==> src/rtl/usbh_frame_update.sv <==
module usbh_frame_update (
  input  logic          clk,
  input  logic          rst_n,
  input  logic          frame_tick,
  input  logic          periodic_en,
  input  logic [1023:0] int_table,
  input  logic          fi_toggle,
  input  logic [31:0]   int_enable,
  input  logic [31:0]   status_clear,
  input  logic          done_push,
  input  logic [31:0]   done_value,
  input  logic [2:0]    done_delay,
  input  logic [31:0]   hcca_base,
  output logic          mem_req,
  output logic [31:0]   mem_addr,
  output logic [31:0]   mem_wdata,
  input  logic          mem_ack,
  input  logic          mem_err,
  output logic [15:0]   frame_number,
  output logic [31:0]   list_head,
  output logic          list_valid,
  output logic          fr_toggle,
  output logic [31:0]   int_status,
  output logic          irq,
  output logic [31:0]   done_head,
  output logic          bus_halted,
  output logic          fb_done
);
  localparam logic [31:0] FN_OFS = 32'h80;
  localparam logic [31:0] DH_OFS = 32'h84;
  localparam logic [2:0]  DLY_MAX = 3'd7;

  typedef enum logic [1:0] {S_IDLE, S_BEAT0, S_BEAT1} state_t;
  state_t state;

  logic [2:0]  delay_cnt, cnt_n;
  logic [31:0] wb_word, st_n, dh_n;
  logic [15:0] fn_next;
  logic        start, go, wb_due, any_pend, fail;

  assign start    = frame_tick && (state == S_IDLE) && !bus_halted;
  assign go       = start && (hcca_base != 32'h0);
  assign wb_due   = (delay_cnt == 3'd0) && !int_status[1];
  assign any_pend = |(int_enable[30:0] & int_status[30:0]);
  assign fn_next  = frame_number + 16'd1;
  assign fail     = (start && hcca_base == 32'h0) || (state != S_IDLE && mem_ack && mem_err);

  assign mem_req   = state != S_IDLE;
  assign mem_addr  = hcca_base + ((state == S_BEAT1) ? DH_OFS : FN_OFS);
  assign mem_wdata = (state == S_BEAT1) ? wb_word : {16'h0, frame_number};
  assign irq       = int_enable[31] && any_pend;

  always_comb begin
    st_n  = int_status & ~status_clear;
    cnt_n = delay_cnt;
    dh_n  = done_head;
    if (go) begin
      st_n[2] = 1'b1;
      if (fn_next[15] != frame_number[15]) st_n[5] = 1'b1;
      if (wb_due) begin
        st_n[1] = 1'b1;
        dh_n    = 32'h0;
        cnt_n   = DLY_MAX;
      end else if (delay_cnt != 3'd0 && delay_cnt != DLY_MAX) begin
        cnt_n = delay_cnt - 3'd1;
      end
    end
    if (fail) st_n[4] = 1'b1;
    if (done_push) begin
      dh_n = done_value;
      if (done_delay < cnt_n) cnt_n = done_delay;
    end
  end

  always_ff @(posedge clk or negedge rst_n) begin
    if (!rst_n) begin
      state        <= S_IDLE;
      frame_number <= 16'h0;
      list_head    <= 32'h0;
      list_valid   <= 1'b0;
      fr_toggle    <= 1'b0;
      int_status   <= 32'h0;
      done_head    <= 32'h0;
      delay_cnt    <= DLY_MAX;
      wb_word      <= 32'h0;
      bus_halted   <= 1'b0;
      fb_done      <= 1'b0;
    end else begin
      int_status <= st_n;
      delay_cnt  <= cnt_n;
      done_head  <= dh_n;
      fb_done    <= 1'b0;
      if (start && !go) begin
        bus_halted <= 1'b1;
        fb_done    <= 1'b1;
      end
      if (go) begin
        list_valid   <= periodic_en;
        if (periodic_en) list_head <= int_table[frame_number[4:0]*32 +: 32];
        fr_toggle    <= fi_toggle;
        frame_number <= fn_next;
        if (wb_due) wb_word <= done_head | {31'h0, any_pend};
        state        <= S_BEAT0;
      end
      if (state != S_IDLE && mem_ack) begin
        if (mem_err) begin
          bus_halted <= 1'b1;
          fb_done    <= 1'b1;
          state      <= S_IDLE;
        end else if (state == S_BEAT0) begin
          state <= S_BEAT1;
        end else begin
          state   <= S_IDLE;
          fb_done <= 1'b1;
        end
      end
    end
  end

  AST_FN_STEP: assert property (@(posedge clk) disable iff (!rst_n)
    go |=> frame_number == $past(frame_number) + 16'd1);
  AST_TOGGLE_LOAD: assert property (@(posedge clk) disable iff (!rst_n)
    go |=> fr_toggle == $past(fi_toggle));
  AST_WB_CLEAR: assert property (@(posedge clk) disable iff (!rst_n)
    (go && wb_due && !done_push) |=> (done_head == 32'h0 && int_status[1]));
  AST_REQ_HOLD: assert property (@(posedge clk) disable iff (!rst_n)
    (mem_req && !mem_ack) |=> (mem_req && $stable(mem_wdata)));
  AST_HALT_QUIET: assert property (@(posedge clk) disable iff (!rst_n)
    bus_halted |-> !mem_req);
  AST_HALT_STICKY: assert property (@(posedge clk) disable iff (!rst_n)
    bus_halted |=> bus_halted);
endmodule

==> config.mk <==
export PLATFORM = sky130hd
export DESIGN_NAME = usbh_frame_update
export DESIGN_NICKNAME = d
export VERILOG_FILES = /design/src/rtl/usbh_frame_update.sv
export SDC_FILE = /design/constraint.sdc
export NUM_CORES = 1
export LEC_CHECK = 0
export ABC_CLOCK_PERIOD_IN_PS = 2700
export BUFFER_PORTS_ARGS = -buffer_cell sky130_fd_sc_hd__buf_4
export CAP_MARGIN = 20
export CORE_AREA = 2 2 522 524
export DETAILED_ROUTE_END_ITERATION = 16
export DIE_AREA = 0 0 524 526
export MAX_ROUTING_LAYER = met4
export PLACE_DENSITY_LB_ADDON = 0.08
export SLEW_MARGIN = 10
export SYNTH_ARGS = -nofsm -noshare
export SYNTH_HDL_FRONTEND = slang
export SYNTH_SLANG_ARGS = --single-unit
==> constraint.sdc <==
create_clock -name clk -period 2.7 [get_ports clk]
set_input_delay 0.54 -clock clk [delete_from_list [all_inputs] [get_ports clk]]
set_output_delay 0.54 -clock clk [all_outputs]
set_load 0.01 [all_outputs]
==> summary.md <==
| Metric | Value |
|---|---|
| Status | `complete, but fails checks` |
| Failing checks | `negative setup slack` |
| WL per Instance | `29.5 microns` |
| Via count | `17900` |
| Sequential fraction of design power | `14.6%` |
| R2r worst-path depth | `13` |
| Total power | `24.0 mW` |
| Data arrival, critical path | `2.50 ns` |
| Worst Hold End | `int_status[22]` |
| Lkg Pwr | `13.6 nW` |
| Distinct cell type count of the synthesized netlist | `50` |
| Pwr per Cell Area | `739 nW/um^2` |
| Critical path capture point type | `output pin` |
| Post-Syn Instances | `1196` |
| CTS Root Buffer Type | `clkbuf_16` |
| Minimum clock period | `3.04 ns` |
| Final GP Congestion | `0.820` |
| Core area | `270000 sq um` |
| Worst Tran Pin Value | `0.656 ns` |
| Fin Clk Skew | `0.0430 ns` |
| Final ANT Viol Nets | `0` |
| Antenna violations before repair | `133` |
| Hold depth | `2` |
| Post-DP Area | `31000 sq um` |
| Fin. Hold Viols | `0` |
| Vias per inst | `2.86` |
| Starting density of the core | `5.58%` |
| Total GRT Usage | `13.3%` |
| Async S/R FF share, synth | `100%` |
| Clock Power Share | `12.1%` |
| Pint | `13.2 mW` |
| Setup Viol. Count Final | `30` |
| Critical Path RT | `2.16 ns` |
| Yosys Warn Count | `0` |
| Floorplan row count | `191` |
| H-tree depth | `4` |
| #FFs+latches synth | `153` |
| Syn Nets | `2367` |
| Synth Cell Area | `15100 sq um` |
| Largest buffer count on any clock path | `2` |
| Synth-to-layout area growth | `116%` |
| Total die area | `276000 sq um` |
| Number of remaining DRC errors | `0` |
| Worst Setup Path Type | `flop to output pin` |
| Sequential share of the synthesized area | `25.5%` |
| Vias in the first global route | `19500` |
| Number of synthesized flops with an enable pin | `0` |
| Largest net degree at the start of global routing | `65` |
| Fmax | `0.329 GHz` |
| Fraction of layout cells with a size suffix above 1 | `74.9%` |
| First-pass GRT wire length | `226000 microns` |
| I/O Pins | `1345` |
| Max-capacitance violation count | `0` |
| Detailed placement HPWL | `165000 microns` |
| Die Y | `526 microns` |
| Drt first pass iters | `4` |
| Switch Pwr | `10.8 mW` |
| Ys flop type | `dfrtp_1` |
| Min-Delay Path Class | `input pin to flop` |
| R2r setup slk | `0.04 ns` |
| Sink Count | `153` |
| DIE WIDTH | `524 microns` |
| Comb power frac | `73.3%` |
| Startpoint type of the worst setup path | `flop` |
| Final net count | `3828` |
| Drt total wl | `185000 microns` |
| Port Buffers | `1344` |
| Final worst slack | `-0.338 ns` |
| Rel. slew slack | `56.2%` |
| Average size of a mapped cell | `12.6 sq um` |
| Switching Share | `44.9%` |
| Num CTS Buffers | `17` |
| Design area | `32500 sq um` |
| FF-to-FF End | `delay_cnt[1]` |
| Worst Hold Launch | `status_clear[22]` |
| CTS tree | `done` |
| Period utilisation layout | `113%` |
| Gr ovfl total | `0` |
| DR iter-0 viols | `769` |
| Clk slew on worst S/H paths | `0.08 ns` |
| Max FO, Critical Path | `4` |
| Clk Latency, worst-skew pair | `0.57 ns` |
| Reg2reg start | `state[1]` |
| Slew Limit Fails | `0` |
| RSZ-0062 raised after global routing | `true` |
| Peak VDD IR | `402 uV` |
per-layer routing:
metal / wire length (microns) / vias to the layer above / global-route usage (%)
met1: 73400 / 8971 / 14.8
met2: 95700 / 964 / 23.6
met5: 0 / - / -
met3: 13700 / 160 / 4.13
li1: - / 7819 / -
met4: 2040 / 0 / 1.53
cell usage after synthesis, types with 2 or more instances:
master    count  area share (%)
ha_1          8            0.66
nand2_1     134             3.3
dfrtp_1     150              25
mux2i_1      56             3.7
a22oi_1       8            0.40
nor2b_1      62             2.6
and2_1       21            0.87
mux2_2       42             3.1
dfstp_2       3            0.52
nor3_1        5            0.17
o21ai_0      71             2.4
xor2_1       17            0.99
nand2b_1      4            0.17
buf_2        38             1.3
a22o_1        3            0.17
o211ai_1      2            0.10
nand3b_1      2            0.10
mux2_4        5            0.50
buf_6         2            0.15
or2_2         2           0.083
inv_1         9            0.22
clkbuf_1     61             1.5
a211oi_1     43             2.1
mux4_2      288              43
a21oi_1      34             1.1
nor4_1       10            0.42
o22ai_1       2           0.083
buf_4         9            0.45
xnor2_1      26             1.5
nand4_1      11            0.46
a221oi_1      3            0.17
buf_1         6            0.15
nand3_1      14            0.47
or3_1         4            0.17
and3_1        9            0.37
nor2_1       18            0.45
what timing repair did:
action / 4_1_cts / 5_1_grt
endpoints found under the hold margin: 48 / 0
endpoints found under the setup margin: 65 / 58
resized for setup: 39 / 55
cloned: 4 / 3
hold buffers: 1 / 0
setup buffers: 8 / 21
pin swaps: 24 / 22
sequential cells by signal, indices dropped and copies added, names as in the netlist:
signal / flops
state: 2
frame_number: 16
fb_done: 1
bus_halted: 1
delay_cnt: 3
wb_word: 32
list_head: 32
int_status: 32
fr_toggle: 1
list_valid: 1
done_head: 32
worst max path at each step:
stage                              from           end  cells past startpoint  slack [ns]
final                          state[0]  mem_addr[24]                     10       -0.34
after floorplan           hcca_base[28]  delay_cnt[1]                     10       -0.11
after global placement     hcca_base[5]  delay_cnt[1]                     12       -0.50
after CTS                      state[0]  mem_addr[26]                      9       -0.48
after detailed placement   hcca_base[5]  delay_cnt[1]                     12       -0.47
after global routing           state[0]  mem_addr[28]                     10       -0.51
cells by family after synthesis:
group | after synthesis | share of synthesized area (%)
flops | 153 | 25.5
xor+xnor | 43 | 2.50
fa+ha+maj | 8 | 0.665
simple gates | 301 | 10.0
mux | 391 | 50.5
buf+inv | 125 | 3.76
compound gates | 175 | 7.16
per-stage QoR:
step | hold WS [ns] | std cells | TNS [ns] | setup WS, ns | util [%]
6_report | 0.139 | 6274 | -4.58 | -0.338 | 12.1
5_1_grt | 0.0850 | 6273 | -11.37 | -0.512 | 12.0
4_1_cts | 0.0601 | 6217 | -9.63 | -0.480 | 11.8
3_5_place_dp | 0.474 | 6173 | -8.54 | -0.469 | 11.5
3_3_place_gp | 0.467 | 6172 | -7.73 | -0.495 | 11.5
2_1_floorplan | 0.244 | 1196 | -0.111 | -0.111 | -
power groups by stage:
stage | logic, mW | registers (mW) | clock network [mW]
detailed placement | 17.2 | 3.60 | 0
global route | 18.9 | 3.63 | 3.18
global placement | 17.3 | 3.60 | 0
CTS | 17.8 | 3.56 | 3.16
floorplan | 8.45 | 3.36 | 0
finish | 17.6 | 3.50 | 2.91
worst max-delay path, cell delays in order (launching register included):
cell      delay [ns]
dfrtp_1         0.41
nor2b_4         0.18
ha_4            0.18
buf_6           0.10
ha_4            0.12
a41o_1          0.19
and4_4          0.26
nand2b_4        0.10
buf_6           0.13
xnor2_2         0.14
buf_4           0.15
layout make-up:
cell class	instances	area, sq um
diodes	35	87.6
clock buffers	17	425
clock inverters	14	185
fillers	30900	237000
inverters	9	33.8
multi-input cells	918	11000
flip-flops and latches	153	3850
well taps	3570	4470
repair buffers	1558	12400
cells in the final DEF (no fill, tap or decap), drive strengths merged, types with 9 or more instances in the layout:
| cell type | instances |
|---|---|
| mux4 | 288 |
| mux2i | 56 |
| nor2b | 62 |
| nor2 | 18 |
| and3 | 9 |
| xor2 | 17 |
| a211oi | 43 |
| nand2 | 134 |
| o21ai | 71 |
| nor4 | 10 |
| buf | 1552 |
| diode | 35 |
| a21oi | 34 |
| xnor2 | 26 |
| and2 | 21 |
| dfrtp | 150 |
| nand3 | 14 |
| mux2 | 47 |
| inv | 14 |
| clkbuf | 20 |
| nand4 | 11 |
No activity file was read; power rests on OpenSTA's default activity.
